$ cat config.mk
export PLATFORM = sky130hd
export DESIGN_NAME = idxwin_window
export DESIGN_NICKNAME = d
export VERILOG_FILES = /design/src/rtl/idxwin_pkg.sv /design/src/rtl/idxwin_decode.sv /design/src/rtl/idxwin_merge.sv /design/src/rtl/idxwin_rdmux.sv /design/src/rtl/idxwin_window.sv
export SDC_FILE = /design/constraint.sdc
export NUM_CORES = 1
export LEC_CHECK = 0
export BUFFER_PORTS_ARGS = -buffer_cell sky130_fd_sc_hd__buf_4
export CAP_MARGIN = 20
export CORE_ASPECT_RATIO = 1.25
export CORE_MARGIN = 2
export CORE_UTILIZATION = 31
export DETAILED_ROUTE_END_ITERATION = 10
export HOLD_SLACK_MARGIN = 0.02
export PLACE_DENSITY = 0.59
export SYNTH_ARGS = -nofsm -noshare
export SYNTH_HDL_FRONTEND = slang
export SYNTH_SLANG_ARGS = --single-unit
$ cat constraint.sdc
create_clock -name clk -period 4.7 [get_ports clk]
set_clock_uncertainty 0.15 [all_clocks]
set_input_delay 0.94 -clock clk [delete_from_list [all_inputs] [get_ports clk]]
set_output_delay 0.94 -clock clk [all_outputs]
set_load 0.05 [all_outputs]
$ cat src/rtl/idxwin_pkg.sv
package idxwin_pkg;

    localparam int SEL_W   = 8;
    localparam int DATA_W  = 32;
    localparam int LANES   = DATA_W / 8;
    localparam int SEL_LANE = 2;

    typedef enum logic [1:0] {
        PH_IDLE = 2'd0,
        PH_PUSH = 2'd1,
        PH_PULL = 2'd2
    } phase_e;

endpackage

$ cat src/rtl/idxwin_decode.sv
module idxwin_decode #(
    parameter int CFG_AW = 6,
    parameter int WIN_DW = 16
) (
    input  logic              wr_en,
    input  logic [CFG_AW-1:0] wr_addr,
    input  logic [3:0]        be,
    output logic              hit_any,
    output logic              hit_ctl,
    output logic              hit_data,
    output logic              sel_lane
);
    localparam logic [CFG_AW-1:0] CTL_A  = CFG_AW'(WIN_DW);
    localparam logic [CFG_AW-1:0] DATA_A = CFG_AW'(WIN_DW + 1);

    logic live;

    always_comb begin
        live     = wr_en && (be != 4'b0000);
        hit_ctl  = live && (wr_addr == CTL_A);
        hit_data = live && (wr_addr == DATA_A);
        hit_any  = hit_ctl || hit_data;
        sel_lane = hit_ctl && be[idxwin_pkg::SEL_LANE];
    end
endmodule

$ cat src/rtl/idxwin_merge.sv
module idxwin_merge #(
    parameter int LANES = 4
) (
    input  logic [LANES*8-1:0] old_word,
    input  logic [LANES*8-1:0] new_word,
    input  logic [LANES-1:0]   lane_en,
    output logic [LANES*8-1:0] merged
);
    for (genvar g = 0; g < LANES; g++) begin : g_lane
        assign merged[g*8 +: 8] = lane_en[g] ? new_word[g*8 +: 8]
                                             : old_word[g*8 +: 8];
    end
endmodule

$ cat src/rtl/idxwin_rdmux.sv
module idxwin_rdmux #(
    parameter int CFG_AW = 6,
    parameter int WIN_DW = 16
) (
    input  logic [CFG_AW-1:0] rd_addr,
    input  logic [7:0]        sel,
    input  logic [31:0]       data,
    output logic [31:0]       rdata
);
    localparam logic [CFG_AW-1:0] CTL_A  = CFG_AW'(WIN_DW);
    localparam logic [CFG_AW-1:0] DATA_A = CFG_AW'(WIN_DW + 1);

    always_comb begin
        rdata = '0;
        if (rd_addr == CTL_A) begin
            rdata = {8'h00, sel, 16'h0000};
        end else if (rd_addr == DATA_A) begin
            rdata = data;
        end
    end
endmodule

$ cat src/rtl/idxwin_window.sv
module idxwin_window #(
    parameter int CFG_AW    = 6,
    parameter int WIN_DW    = 16,
    parameter int RF_DWORDS = 20
) (
    input  logic              clk,
    input  logic              rst_n,
    input  logic              cfg_wr_en,
    input  logic [CFG_AW-1:0] cfg_wr_addr,
    input  logic [3:0]        cfg_be,
    input  logic [31:0]       cfg_wdata,
    input  logic [CFG_AW-1:0] cfg_rd_addr,
    output logic [31:0]       cfg_rdata,
    output logic              ready,
    output logic              rf_wr_en,
    output logic [9:0]        rf_addr,
    output logic [31:0]       rf_wdata,
    input  logic [31:0]       rf_rdata
);
    import idxwin_pkg::*;

    localparam int RF_AW = SEL_W + 2;

    typedef struct packed {
        phase_e             phase;
        logic [SEL_W-1:0]   sel;
        logic [DATA_W-1:0]  data;
    } win_state_t;

    win_state_t st_q, st_d;

    logic              hit_any, hit_ctl, hit_data, sel_lane;
    logic [DATA_W-1:0] merged;
    logic              in_range;
    logic              accept;

    idxwin_decode #(.CFG_AW(CFG_AW), .WIN_DW(WIN_DW)) u_dec (
        .wr_en    (cfg_wr_en),
        .wr_addr  (cfg_wr_addr),
        .be       (cfg_be),
        .hit_any  (hit_any),
        .hit_ctl  (hit_ctl),
        .hit_data (hit_data),
        .sel_lane (sel_lane)
    );

    idxwin_merge #(.LANES(LANES)) u_merge (
        .old_word (st_q.data),
        .new_word (cfg_wdata),
        .lane_en  (cfg_be),
        .merged   (merged)
    );

    idxwin_rdmux #(.CFG_AW(CFG_AW), .WIN_DW(WIN_DW)) u_rd (
        .rd_addr (cfg_rd_addr),
        .sel     (st_q.sel),
        .data    (st_q.data),
        .rdata   (cfg_rdata)
    );

    always_comb begin
        in_range = int'(st_q.sel) < RF_DWORDS;
        accept   = (st_q.phase == PH_IDLE) && hit_any;
        st_d     = st_q;
        rf_wr_en = 1'b0;
        unique case (st_q.phase)
            PH_IDLE: begin
                if (accept) begin
                    if (sel_lane) begin
                        st_d.sel = cfg_wdata[SEL_LANE*8 +: 8];
                    end
                    if (hit_data) begin
                        st_d.data  = merged;
                        st_d.phase = PH_PUSH;
                    end else begin
                        st_d.phase = PH_PULL;
                    end
                end
            end
            PH_PUSH: begin
                rf_wr_en   = in_range;
                st_d.phase = PH_PULL;
            end
            PH_PULL: begin
                st_d.data  = in_range ? rf_rdata : '0;
                st_d.phase = PH_IDLE;
            end
            default: st_d.phase = PH_IDLE;
        endcase
    end

    always_ff @(posedge clk or negedge rst_n) begin
        if (!rst_n) begin
            st_q <= '{phase: PH_IDLE, sel: '0, data: '0};
        end else begin
            st_q <= st_d;
        end
    end

    assign ready    = (st_q.phase == PH_IDLE);
    assign rf_addr  = RF_AW'({st_q.sel, 2'b00});
    assign rf_wdata = st_q.data;

endmodule

==> results.py <==
metrics = {
    "status": {
        "status": "completed",
    },
    "synthesis": {
        "synth-xor-area-share_pct": 0,
        "synth-main-ff-cell": "dfrtp_1",
        "yosys.area_share.simple_pct": 28.5,
        "synth-seq-area-share_pct": 32.5,
        "yosysTopAreaCell": "dfrtp_1",
        "syn-cell-area_um2": 3230,
        "syn_area_per_cell_um2": 8.83,
        "yosysUniqueCellTypes": 28,
        "netlist_instances": 366,
        "synth_top_family_by_area": "simple AND/OR/NAND/NOR gates",
        "ys_ff_latch": 42,
        "synth_warnings": 0,
        "synth_compound_area_share_pct": 16.7,
        "synth_fa_ha_area_share_pct": 0,
        "synth.mux.area_fraction_pct": 6.19,
        "synth_edf_count": 0,
        "async_reset_ff_share_pct": 100,
        "yosysTopAreaCellShare_pct": 32.5,
        "synth.area.top_cells": "dfrtp_1 (33%), nand4_1 (12%), buf_4 (9.8%), a311oi_1 (8.7%), nor2b_1 (7.2%)",
    },
    "clock_tree": {
        "cts_tree": "built",
        "clkLatencyLatePin_ns": 0.28,
        "cts_hold_buf": 0,
        "cts.sinks": 42,
        "htree_levels": 2,
        "clock_path_buffers": 2,
        "clk_pin_slew_worst_paths_ns": 0.06,
        "cts_buffers": 5,
        "post-cts-setup-buffers": 0,
        "cts.repair.resized": 0,
        "cts-root-buf": "clkbuf_16",
    },
    "setup_path": {
        "slowest_delay_ns": 0.63,
        "cp_slowest_cell": "and3_1",
        "r2r_end": "rf_wdata[20]$_DFFE_PN0P_",
        "cp.arrival_ns": 2.48,
        "reg2reg_from": "st_q[40]$_DFFE_PN0P_",
        "worstPathRequired_ns": 3.61,
        "crit_chain": "buf_4 -> nor4_1 -> and3_1 -> and2_1 -> buf_4",
        "critical_path_class": "input pin to primary output",
        "reg2reg_slack_ns": 2.27,
        "critPathLaunchType": "input pin",
        "worst_path_most_repeated_cell": "buf_4",
        "crit_path_end_kind": "primary output",
        "ff2ff_path_depth": 4,
        "worstPathMaxFanout": 24,
    },
    "timing": {
        "final.setup.worst_slack_ns": 1.13,
        "post-route-min-period_ns": 3.57,
        "final-setup-viol-count": 0,
        "fin_tns_setup_ns": 0,
        "rsz0062_at_grt": "false",
        "max_freq_ghz": 0.280,
        "holdWs_ns": 0.374,
        "period_share_pct": 75.9,
        "hold_viol": 0,
        "worst_pin_slew_ns": 1.04,
        "slew_violations": 0,
        "maxSlewHeadroom_pct": 30.6,
    },
    "placement": {
        "io_buffers": 156,
        "pre_cts_slack_ns": 1.08,
        "placedCellCount": 573,
        "dp_hpwl_mm": 7.51,
        "gp_congestion": 0.759,
    },
    "floorplanning": {
        "coreArea_um2": 10100,
        "die_y_um": 118,
        "num_io_pins": 159,
        "start_util_pct": 32.0,
        "die_w_um": 95.3,
        "row_count": 41,
        "die-area_um2": 11300,
    },
    "detailed_routing": {
        "drtIter0Drc": 202,
        "ant_nets": 0,
        "vias": 3262,
        "drt-total-wl_mm": 11.2,
        "via_per_inst": 5.63,
        "drc": 0,
        "dr.pass1.iters": 4,
        "wire_per_inst_um": 19.4,
    },
    "worst_hold_path": {
        "hp-class": "register to register",
        "whs_endpoint": "st_q[41]$_DFFE_PN0P_",
        "hold-path-cell-count": 1,
        "min_from": "st_q[41]$_DFFE_PN0P_",
    },
    "power": {
        "leakagePower_uw": 0.00186,
        "ir_drop_mv": 0.170,
        "finalPower_uw": 1620,
        "p_per_area_nw_per_um2": 380,
    },
    "layout": {
        "drive_above_1_share_pct": 41.3,
        "finalNonFillerCells": 579,
        "area_growth_pct": 32.1,
        "antennaDiodeCount": 0,
        "nNetsFinal": 534,
    },
    "global_route": {
        "grt_max_degree": 71,
        "grtUsageTotal_pct": 19.7,
        "grt_pass1_wl_mm": 17.6,
        "grt_pass1_vias": 3187,
        "gr-total-overflow": 0,
        "antenna_found_initial": 0,
    },
    "run": {
        "cap_violations": 0,
    },
}
## report_power, final
group          internal (µW)  switching [µW]  total (µW)
clock network            206             136         342
registers                452            79.6         532
logic                    249             502         750
total                    907             717        1620
## area by class of cell
cell class                 instances  area [µm²]
fill                            1024        5840
multi-input combinational        237        1690
timing repair buffer             163        1220
sequential                        42        1050
tap                              129         161
clock buffer                       6         139
inverter                           2        7.51
## Yosys cell counts, types with 2 or more instances
library cell / n
a311oi_1: 32
mux2_4: 8
nor4_1: 3
buf_6: 2
a31oi_1: 32
buf_4: 42
inv_1: 2
nand2_1: 3
a31o_2: 4
dfrtp_1: 42
nor2b_1: 37
and2_1: 24
clkbuf_1: 32
buf_2: 10
nand4_1: 64
mux2i_1: 8
nor2_1: 10
## per-layer routing
metal / up-vias / global-route usage, % / part of all wire (%)
met5: - / 0 / 0
met4: 0 / 7.07 / 1.6
met3: 14 / 2.61 / 6.0
met2: 141 / 32.2 / 51
met1: 1582 / 26.1 / 42
li1: 1525 / - / -
## worst max path at each step
stage                   startpoint       endpoint  slack, ns  cells past startpoint
finish              cfg_rd_addr[1]  cfg_rdata[11]       1.13                      5
floorplan           cfg_rd_addr[0]  cfg_rdata[10]       1.35                      4
CTS                 cfg_rd_addr[1]  cfg_rdata[11]       1.08                      5
global route        cfg_rd_addr[1]  cfg_rdata[27]       0.97                      5
global placement    cfg_rd_addr[1]   cfg_rdata[9]       1.22                      5
detailed placement  cfg_rd_addr[1]  cfg_rdata[11]       1.08                      5
## critical path: cells and delay by family
kind          cells  cell delay (ns)
buf+inv           2             0.31
simple gates      3             1.23
## state kept, by name, summed over array words and instances (netlist names)
name and count:
rf_addr 8, rf_wdata 32, st_q 2
## kinds of logic after synthesis
kind of cell           count (synthesis)
flip-flops                            42
multiplexers                          16
AO/OA/AOI/OAI                         71
buffers and inverters                 88
AND/OR/NAND/NOR                      148
other                                  1
## cell usage in the layout, fill, tap and decap left out, types with 2 or more instances in the layout
cell type / synthesis / final
buf_4: 42 / 163
and2_1: 24 / 24
a31o_2: 4 / 4
a311oi_1: 32 / 32
dfrtp_1: 42 / 42
inv_1: 2 / 2
nor4_1: 3 / 3
conb_1: 1 / 2
a31oi_1: 32 / 32
mux2_4: 8 / 8
mux2i_1: 8 / 8
nand2_1: 3 / 3
nand4_1: 64 / 64
nor2_1: 10 / 9
nor2b_1: 37 / 36
clkbuf_16: 0 / 5
## metrics by stage
| stage | area (µm²) | util [%] |
|---|---|---|
| 6_report | 4270 | 42.3 |
| 3_5_place_dp | 4130 | 40.9 |
| 2_1_floorplan | 3240 | - |
| 5_1_grt | 4270 | 42.3 |
| 4_1_cts | 4270 | 42.3 |
| 3_3_place_gp | 4130 | 40.9 |
Power figures use the tool's default switching activity.
